[src/rtl/pmatch_pkg.sv]
// Package: shared condition encoding for the pattern matcher.
// Assumes the condition field is exactly three bits wide.
package pmatch_pkg;
    localparam int MODE_W = 3;

    typedef enum logic [MODE_W-1:0] {
        PM_ALWAYS   = 3'd0,
        PM_STK_RISE = 3'd1,
        PM_STK_FALL = 3'd2,
        PM_STK_ANY  = 3'd3,
        PM_HIGH     = 3'd4,
        PM_LOW      = 3'd5,
        PM_NEVER    = 3'd6,
        PM_EDGE     = 3'd7
    } pm_mode_e;
endpackage

[src/rtl/pmatch_sync.sv]
// Module: two-flop synchroniser for the pin bus plus one extra stage
// holding the previous synchronised sample for edge detection.
// Assumes pins may change at any time relative to clk.
module pmatch_sync #(
    parameter int WIDTH = 8
) (
    input  logic             clk,
    input  logic             rst_n,
    input  logic [WIDTH-1:0] din,
    output logic [WIDTH-1:0] sync_q,
    output logic [WIDTH-1:0] prev_q
);
    logic [WIDTH-1:0] meta_q;

    // Purpose: resolve metastability, then keep one cycle of history.
    always_ff @(posedge clk) begin
        if (!rst_n) begin
            meta_q <= '0;
            sync_q <= '0;
            prev_q <= '0;
        end else begin
            meta_q <= din;
            sync_q <= meta_q;
            prev_q <= sync_q;
        end
    end
endmodule

[src/rtl/pmatch_slice.sv]
// Module: one bit slice. Selects a pin, evaluates the configured
// condition and keeps a remembered-edge flag for the sticky codes.
// Assumes lvl/prv are synchronous samples one cycle apart.
module pmatch_slice
    import pmatch_pkg::*;
#(
    parameter int NUM_INPUTS = 8,
    localparam int SRC_W = $clog2(NUM_INPUTS)
) (
    input  logic                  clk,
    input  logic                  rst_n,
    input  logic [NUM_INPUTS-1:0] lvl,
    input  logic [NUM_INPUTS-1:0] prv,
    input  logic [SRC_W-1:0]      src,
    input  pm_mode_e              mode,
    input  logic                  clr,
    output logic                  term,
    output logic                  sticky_q
);
    logic bit_now;
    logic bit_old;
    logic rise;
    logic fall;
    logic edge_hit;

    // Purpose: pick the source pin and derive its edges.
    always_comb begin
        bit_now = lvl[src];
        bit_old = prv[src];
        rise    = bit_now & ~bit_old;
        fall    = ~bit_now & bit_old;
    end

    // Purpose: edge that arms the remembered flag for the current code.
    always_comb begin
        unique case (mode)
            PM_STK_RISE: edge_hit = rise;
            PM_STK_FALL: edge_hit = fall;
            PM_STK_ANY:  edge_hit = rise | fall;
            default:     edge_hit = 1'b0;
        endcase
    end

    // Purpose: condition result of this slice for the current cycle.
    always_comb begin
        unique case (mode)
            PM_ALWAYS:   term = 1'b1;
            PM_STK_RISE,
            PM_STK_FALL,
            PM_STK_ANY:  term = sticky_q | edge_hit;
            PM_HIGH:     term = bit_now;
            PM_LOW:      term = ~bit_now;
            PM_NEVER:    term = 1'b0;
            PM_EDGE:     term = rise | fall;
            default:     term = 1'b0;
        endcase
    end

    // Purpose: remember an edge until clear or reconfiguration.
    always_ff @(posedge clk) begin
        if (!rst_n) begin
            sticky_q <= 1'b0;
        end else if (clr) begin
            sticky_q <= 1'b0;
        end else if (edge_hit) begin
            sticky_q <= 1'b1;
        end
    end
endmodule

[src/rtl/pmatch_chain.sv]
// Module: folds slice conditions into product terms split at endpoints.
// Assumes ep_mask already has its top bit forced to one.
module pmatch_chain #(
    parameter int NUM_SLICES = 8
) (
    input  logic [NUM_SLICES-1:0] term,
    input  logic [NUM_SLICES-1:0] ep_mask,
    output logic [NUM_SLICES-1:0] prod
);
    logic run;

    // Purpose: running AND, emitted and restarted at every endpoint.
    always_comb begin
        run  = 1'b1;
        prod = '0;
        for (int k = 0; k < NUM_SLICES; k++) begin
            run = run & term[k];
            if (ep_mask[k]) begin
                prod[k] = run;
                run     = 1'b1;
            end
        end
    end
endmodule

[src/rtl/pmatch_engine.sv]
// Module: top of the pattern matcher. Holds per-slice configuration,
// instantiates the synchroniser, the slices and the product chain,
// and registers the match, event and snapshot outputs.
// Assumes cfg_sel is below NUM_SLICES when cfg_we is high.
module pmatch_engine
    import pmatch_pkg::*;
#(
    parameter int NUM_SLICES = 8,
    parameter int NUM_INPUTS = 8,
    localparam int IDX_W = $clog2(NUM_SLICES),
    localparam int SRC_W = $clog2(NUM_INPUTS)
) (
    input  logic                  clk,
    input  logic                  rst_n,
    input  logic [NUM_INPUTS-1:0] pin_in,
    input  logic                  cfg_we,
    input  logic [IDX_W-1:0]      cfg_sel,
    input  logic [SRC_W-1:0]      cfg_src,
    input  logic [MODE_W-1:0]     cfg_mode,
    input  logic                  cfg_endpoint,
    input  logic                  pm_enable,
    input  logic                  event_enable,
    input  logic                  clear_sticky,
    input  logic [NUM_SLICES-1:0] plain_irq,
    output logic [NUM_SLICES-1:0] match_status,
    output logic [NUM_SLICES-1:0] irq_out,
    output logic                  event_out,
    output logic [NUM_SLICES-1:0] detect_snapshot
);
    logic [SRC_W-1:0]      src_q  [NUM_SLICES];
    pm_mode_e              mode_q [NUM_SLICES];
    logic [NUM_SLICES-1:0] ep_q;
    logic [NUM_SLICES-1:0] ep_mask;
    logic [NUM_INPUTS-1:0] pin_sync;
    logic [NUM_INPUTS-1:0] pin_prev;
    logic [NUM_SLICES-1:0] term_vec;
    logic [NUM_SLICES-1:0] sticky_vec;
    logic [NUM_SLICES-1:0] prod;
    logic [NUM_SLICES-1:0] match_q;
    logic [NUM_SLICES-1:0] snap_q;
    logic                  event_q;

    // Purpose: per-slice configuration storage, one slice per write.
    always_ff @(posedge clk) begin
        if (!rst_n) begin
            for (int k = 0; k < NUM_SLICES; k++) begin
                src_q[k]  <= '0;
                mode_q[k] <= PM_NEVER;
            end
            ep_q <= '0;
        end else if (cfg_we) begin
            src_q[cfg_sel]  <= cfg_src;
            mode_q[cfg_sel] <= pm_mode_e'(cfg_mode);
            ep_q[cfg_sel]   <= cfg_endpoint;
        end
    end

    pmatch_sync #(
        .WIDTH (NUM_INPUTS)
    ) u_sync (
        .clk    (clk),
        .rst_n  (rst_n),
        .din    (pin_in),
        .sync_q (pin_sync),
        .prev_q (pin_prev)
    );

    for (genvar k = 0; k < NUM_SLICES; k++) begin : g_slice
        logic clr_k;

        // Purpose: clear this slice's flag on global clear or rewrite.
        always_comb clr_k = clear_sticky | (cfg_we && (cfg_sel == IDX_W'(k)));

        // Purpose: the last slice always closes a product term.
        if (k == NUM_SLICES - 1) begin : g_last
            always_comb ep_mask[k] = 1'b1 | ep_q[k];
        end else begin : g_mid
            always_comb ep_mask[k] = ep_q[k];
        end

        pmatch_slice #(
            .NUM_INPUTS (NUM_INPUTS)
        ) u_slice (
            .clk      (clk),
            .rst_n    (rst_n),
            .lvl      (pin_sync),
            .prv      (pin_prev),
            .src      (src_q[k]),
            .mode     (mode_q[k]),
            .clr      (clr_k),
            .term     (term_vec[k]),
            .sticky_q (sticky_vec[k])
        );
    end

    pmatch_chain #(
        .NUM_SLICES (NUM_SLICES)
    ) u_chain (
        .term    (term_vec),
        .ep_mask (ep_mask),
        .prod    (prod)
    );

    // Purpose: register match vector, combined event and clear snapshot.
    always_ff @(posedge clk) begin
        if (!rst_n) begin
            match_q <= '0;
            event_q <= 1'b0;
            snap_q  <= '0;
        end else begin
            match_q <= prod;
            event_q <= event_enable & pm_enable & (|prod);
            if (clear_sticky) begin
                snap_q <= prod;
            end
        end
    end

    // Purpose: drive outputs; interrupt lines pick matcher or plain path.
    always_comb begin
        match_status    = match_q;
        event_out       = event_q;
        detect_snapshot = snap_q;
        irq_out         = pm_enable ? match_q : plain_irq;
    end
endmodule

[config.mk]
export PLATFORM = sky130hd
export DESIGN_NAME = pmatch_engine
export DESIGN_NICKNAME = d
export VERILOG_FILES = /design/src/rtl/pmatch_pkg.sv /design/src/rtl/pmatch_sync.sv /design/src/rtl/pmatch_slice.sv /design/src/rtl/pmatch_chain.sv /design/src/rtl/pmatch_engine.sv
export SDC_FILE = /design/constraint.sdc
export NUM_CORES = 1
export LEC_CHECK = 0
export BUFFER_PORTS_ARGS = -buffer_cell sky130_fd_sc_hd__buf_4
export CAP_MARGIN = 20
export CORE_UTILIZATION = 30
export CTS_CLUSTER_DIAMETER = 80
export CTS_CLUSTER_SIZE = 8
export DETAILED_ROUTE_END_ITERATION = 7
export PLACE_DENSITY_LB_ADDON = 0.3
export SLEW_MARGIN = 20
export SYNTH_ARGS = -nofsm -noshare
export SYNTH_HDL_FRONTEND = slang
export SYNTH_SLANG_ARGS = --single-unit
[constraint.sdc]
create_clock -name clk -period 4.5 [get_ports clk]
set_input_delay 0.9 -clock clk [delete_from_list [all_inputs] [get_ports clk]]
set_output_delay 0.9 -clock clk [all_outputs]
set_load 0.02 [all_outputs]
Word level (Yosys, flattened, before mapping)
Memory sizes are Yosys's and may differ from the RTL's.
Cells that the tools add are included.
Widths: inputs -> output; s select.
{"block": "classes", "eq_ne": 63, "n_reduce_logical": 37, "order_cmp": 10, "bitwise_logic": 66, "n_mux": 76}
{"op": "$eq 3x3->1 const B", "count": 36}
{"op": "$eq 3x2->1 const B", "count": 18}
{"op": "$bmux 1 s3", "count": 16}
{"op": "$pmux 1 s6", "count": 8}
{"op": "$mux 1", "count": 37}
{"op": "$lt 3x4->1 const B", "count": 9}
{"op": "$reduce_or 3->1", "count": 10}
{"op": "$eq 3x1->1 const B", "count": 9}
{"op": "$logic_not 3->1", "count": 9}
{"op": "$and 1x1->1", "count": 25}
{"op": "$or 1x1->1", "count": 24}
{"op": "$pmux 1 s3", "count": 8}
{"op": "$not 1->1", "count": 17}
{"op": "$reduce_or 2->1", "count": 8}
{"op": "$mux 3", "count": 4}
{"op": "$logic_and 1x1->1", "count": 9}
{"op": "$bwmux 8", "count": 1}
{"op": "$mux 8", "count": 1}
{"op": "$reduce_or 8->1", "count": 1}
{"op": "$demux 1 s3", "count": 1}
{"op": "$ge 3x1->1 const B", "count": 1}
{"block": "totals", "memories": 2, "ramBits": 48, "regBits": 57, "input_bits": 32, "output_inout_bits": 25}
{"memory": "mode_q", "depth": 8, "word_bits": 3, "read_ports": 8, "rd_clocked_by_memory_dff": 0, "wr": 8, "line": "pmatch_engine.sv:31", "source": "pm_mode_e mode_q [NUM_SLICES];"}
{"memory": "src_q", "depth": 8, "word_bits": 3, "read_ports": 8, "rd_clocked_by_memory_dff": 0, "wr": 8, "line": "pmatch_engine.sv:30", "source": "logic [SRC_W-1:0] src_q [NUM_SLICES];"}

Depth between registers and ports, before layout
An unclocked memory read counts as a cell.
{"block": "logic_depth", "ltp_word": 25, "mapped_depth": 13, "depth_no_buf": 13}

Modules after synthesis
From an unflattened synthesis, not the netlist that was laid out.
{"block": "unflattened", "cells_unflattened": 480, "area_unflattened_um2": 5989.5}
{"mod": "pmatch_engine", "area_per_inst_um2": 3034.2, "cells_each": 222, "instances": 1, "seq_area_each_um2": 1921.8}
{"mod": "pmatch_slice (g_slice[0].u_slice ...)", "area_per_inst_um2": 260.2, "cells_each": 22, "instances": 5, "seq_area_each_um2": 20.0}
{"mod": "pmatch_slice (g_slice[5].u_slice ...)", "area_per_inst_um2": 275.3, "cells_each": 25, "instances": 3, "seq_area_each_um2": 20.0}
{"mod": "pmatch_sync", "area_per_inst_um2": 675.6, "cells_each": 50, "instances": 1, "seq_area_each_um2": 480.5}
{"mod": "pmatch_chain", "area_per_inst_um2": 152.6, "cells_each": 23, "instances": 1, "seq_area_each_um2": 0.0}

Worst setup path after synthesis
Ideal clock, no wire load.
{"block": "synth_path", "path_kind": "reg-to-reg", "startpoint": "memory src_q[1][0] (netlist name)", "endpoint": "register snap_q[7], in the netlist detect_snapshot[7]", "path_slack_ns": 1.487, "path_stages_with_launch": 14, "t_arrival_ns": 2.881, "cell_sequence": "edfxtp_1 -> mux4_1 -> mux2i_1 -> inv_1 -> ha_1 -> and2b_1 -> o21ai_0 -> a31oi_1 -> nor3_2 -> a32oi_2 -> a221oi_2 -> o21ai_2 -> o211ai_2 -> a21oi_1"}
{"item": "from (decl)", "line": "pmatch_engine.sv:30"}
{"item": "to (signal assigned)", "line": "pmatch_engine.sv:114", "source": "snap_q <= prod;"}
{"item": "to (decl)", "line": "pmatch_engine.sv:40", "source": "logic [NUM_SLICES-1:0] snap_q;"}

==> impl_metrics.yaml <==
clock_tree:
  clkLatencyLatePin_ns: 0.35
  cts_tree: "done"
  cts_setup_buffers: 0
  cts_buffer_depth: 2
  path_clk_slew_ns: 0.07
  cts_hold_buf: 0
  cts_made_buffers: 9
  cts_resized: 0
  cts_sinks: 104
  cts_max_level: 3
  cts_root_buf: "clkbuf_16"
worst_setup_path:
  crit_arrival_ns: 3.66
  critPathKind: "flop to flop"
  crit_required_ns: 4.72
  cp-end-kind: "flop"
  crit_fanout: 5
  startpoint_type: "flop"
pwr:
  power_density_mw_per_mm2: 320.8
  total_power_mw: 2.118
  p_leak_nw: 2.692
  vdd_drop_max_mv: 0.1573
placed_design:
  io_buffers: 56
  gp_congestion: 0.7980
  dp_hpwl_um: 10370
hold_path:
  hold_path_class: "flop to flop"
finish:
  syn_to_final_growth_pct: 17.29
  final_cell_mix: "buf_4, dfxtp_1, and2_1, edfxtp_1, inv_1"
  diodes: 0
  fin_nets: 595
  final_core_util: 0.3639
  layout-drive-gt1-share: 0.2210
  mostFrequentLayoutCell: "buf_4"
sta:
  rsz0062_at_grt: "false"
  fmax_mhz: 290.8
  period_needed_ns: 3.438
  final_max_slew_viol_count: 0
  tightest_slew_ns: 0.9080
  skew_ns: 0.006330
  setup_viol: 0
  hold_violations: 0
  timing.final.crit_share: 0.7641
  timing.setup.tns_ns: 0
  relSlewSlack: 0.3895
routing:
  viasPerCell: 5.301
  first_pass_iters: 5
  first_iter_violations: 268
  drc: 0
  avgRoutedWirePerCell_um: 18.32
  drt_wl_total_um: 14310
  num_vias: 4140
  ant_nets: 0
global_routing:
  gr-total-overflow: 0
  grt_max_degree: 57
  grt-busiest-layer: "met2"
  grtUsageTotal: 0.1524
  gr-usage-met2: 0.2772
  grt_pass1_wl_um: 22720
  gr-usage-met3: 0.02210
  grt_antenna_before_repair: 0
  grt_pass1_vias: 4210
  met1_usage: 0.1806
die:
  rows: 49
  fp.dieArea_mm2: 0.01932
  start_util: 0.3103
  core-area_mm2: 0.01815
  die_w_um: 139.0
  ios: 57
  die_y_um: 139.0
synth:
  synth_seq_area_share: 0.4551
  synthArstFlopShare: 0
  avgSynthCellArea_um2: 11.51
  synthCells: 489
  synth_edf_count: 48
  synth-seq-cells: 104
  syn_nets: 537
  ys_warn_count: 0
  synth_area_mm2: 0.005630
  ys_types: 52
  synth_flop_cell: "dfxtp_1"
run_status:
  status: "finished, final reports clean"
job:
  maxCapViolations: 0
## path summary, 6_finish.rpt
path / slack, ns / cells after the start / start / to
setup / recovery: 1.06 / 13 / src_q[1][0]$_SDFFCE_PN0P_ / detect_snapshot[7]$_SDFFE_PN0P_
hold / removal: 0.44 / 1 / u_sync.meta_q[1]$_SDFF_PN0_ / u_sync.sync_q[1]$_SDFF_PN0_
setup reg to reg: 1.06 / 13 / src_q[1][0]$_SDFFCE_PN0P_ / detect_snapshot[7]$_SDFFE_PN0P_
hold reg to reg: 0.44 / 1 / u_sync.meta_q[1]$_SDFF_PN0_ / u_sync.sync_q[1]$_SDFF_PN0_
## layer usage
layer | up-vias | share of wire | wire length [um]
met1 | 2070 | 0.42 | 5984
li1 | 1950 | - | -
met5 | - | 0 | 0
met2 | 95 | 0.53 | 7539
met4 | 0 | 0.020 | 288
met3 | 25 | 0.035 | 499
## kinds of logic (layout without fill, tap and decap cells)
kind of cell             Yosys count  count (layout)  share of synthesized area
AO/OA/AOI/OAI                     76              76                    0.09956
adder cells (fa/ha/maj)           16              16                    0.03556
buffers and inverters             43             106                    0.02867
flip-flops                       104             104                     0.4551
multiplexers                      66              66                     0.1976
AND/OR/NAND/NOR                  184             184                     0.1836
## cells in the mapped netlist (all sizes together), types with 8 or more instances
library cell,number,area [um2]
a21oi,20,115.1
a31oi,8,50.05
and2,50,312.8
and3,13,82.58
clkbuf,12,45.04
dfxtp,56,1121
edfxtp,48,1441
ha,16,200.2
inv,31,116.4
mux2,11,131.4
mux2i,23,230.2
mux4,32,750.7
nand2,16,60.06
nand2b,16,100.1
nand3,11,55.05
nand3b,8,60.06
nor2,30,112.6
nor2b,8,50.05
nor3,13,75.07
o21ai,14,77.58
or3,8,50.05
## where the power goes
part | total (mW) | switching, mW | internal, mW
logic | 0.260 | 0.135 | 0.125
clock network | 0.768 | 0.357 | 0.411
registers | 1.09 | 0.0580 | 1.03
## final cells by class
class	count	area, um2
clock inverter	6	38.79
multi-input combinational	342	2907
sequential	104	2562
inverter	31	116.4
fill	1770	11540
clock buffer	10	250.2
timing repair buffer	59	442.9
tap	229	286.5
## worst max-delay path: stages (launching register included)
cell and delay, ns:
edfxtp_1 0.41, mux4_1 0.56, mux2i_1 0.21, inv_1 0.07, ha_1 0.27, and2b_1 0.18, o21ai_0 0.25, a31oi_1 0.15
nor3_2 0.29, a32oi_2 0.17, a221oi_2 0.36, o21ai_2 0.15, o211ai_2 0.16, a21oi_1 0.08
## flip-flops by register name, indices dropped and copies added, names as in the netlist
signal / flops
mode_q: 24
u_sync.prev_q: 8
event_out: 1
match_status: 8
u_sync.meta_q: 8
detect_snapshot: 8
ep_q: 7
src_q: 24
u_sync.sync_q: 8
g_slice.u_slice.sticky_q: 8
## stage by stage
stage	instance area, um2	cells	hold WS (ns)	setup slack (ns)
global placement	6315	765	0.4201	1.237
CTS	6604	781	0.4386	1.068
floorplan	5630	489	0.4119	1.487
finish	6604	781	0.4352	1.062
global route	6604	781	0.4570	0.7583
detailed placement	6315	765	0.4222	1.089
Power figures use the tool's default switching activity.
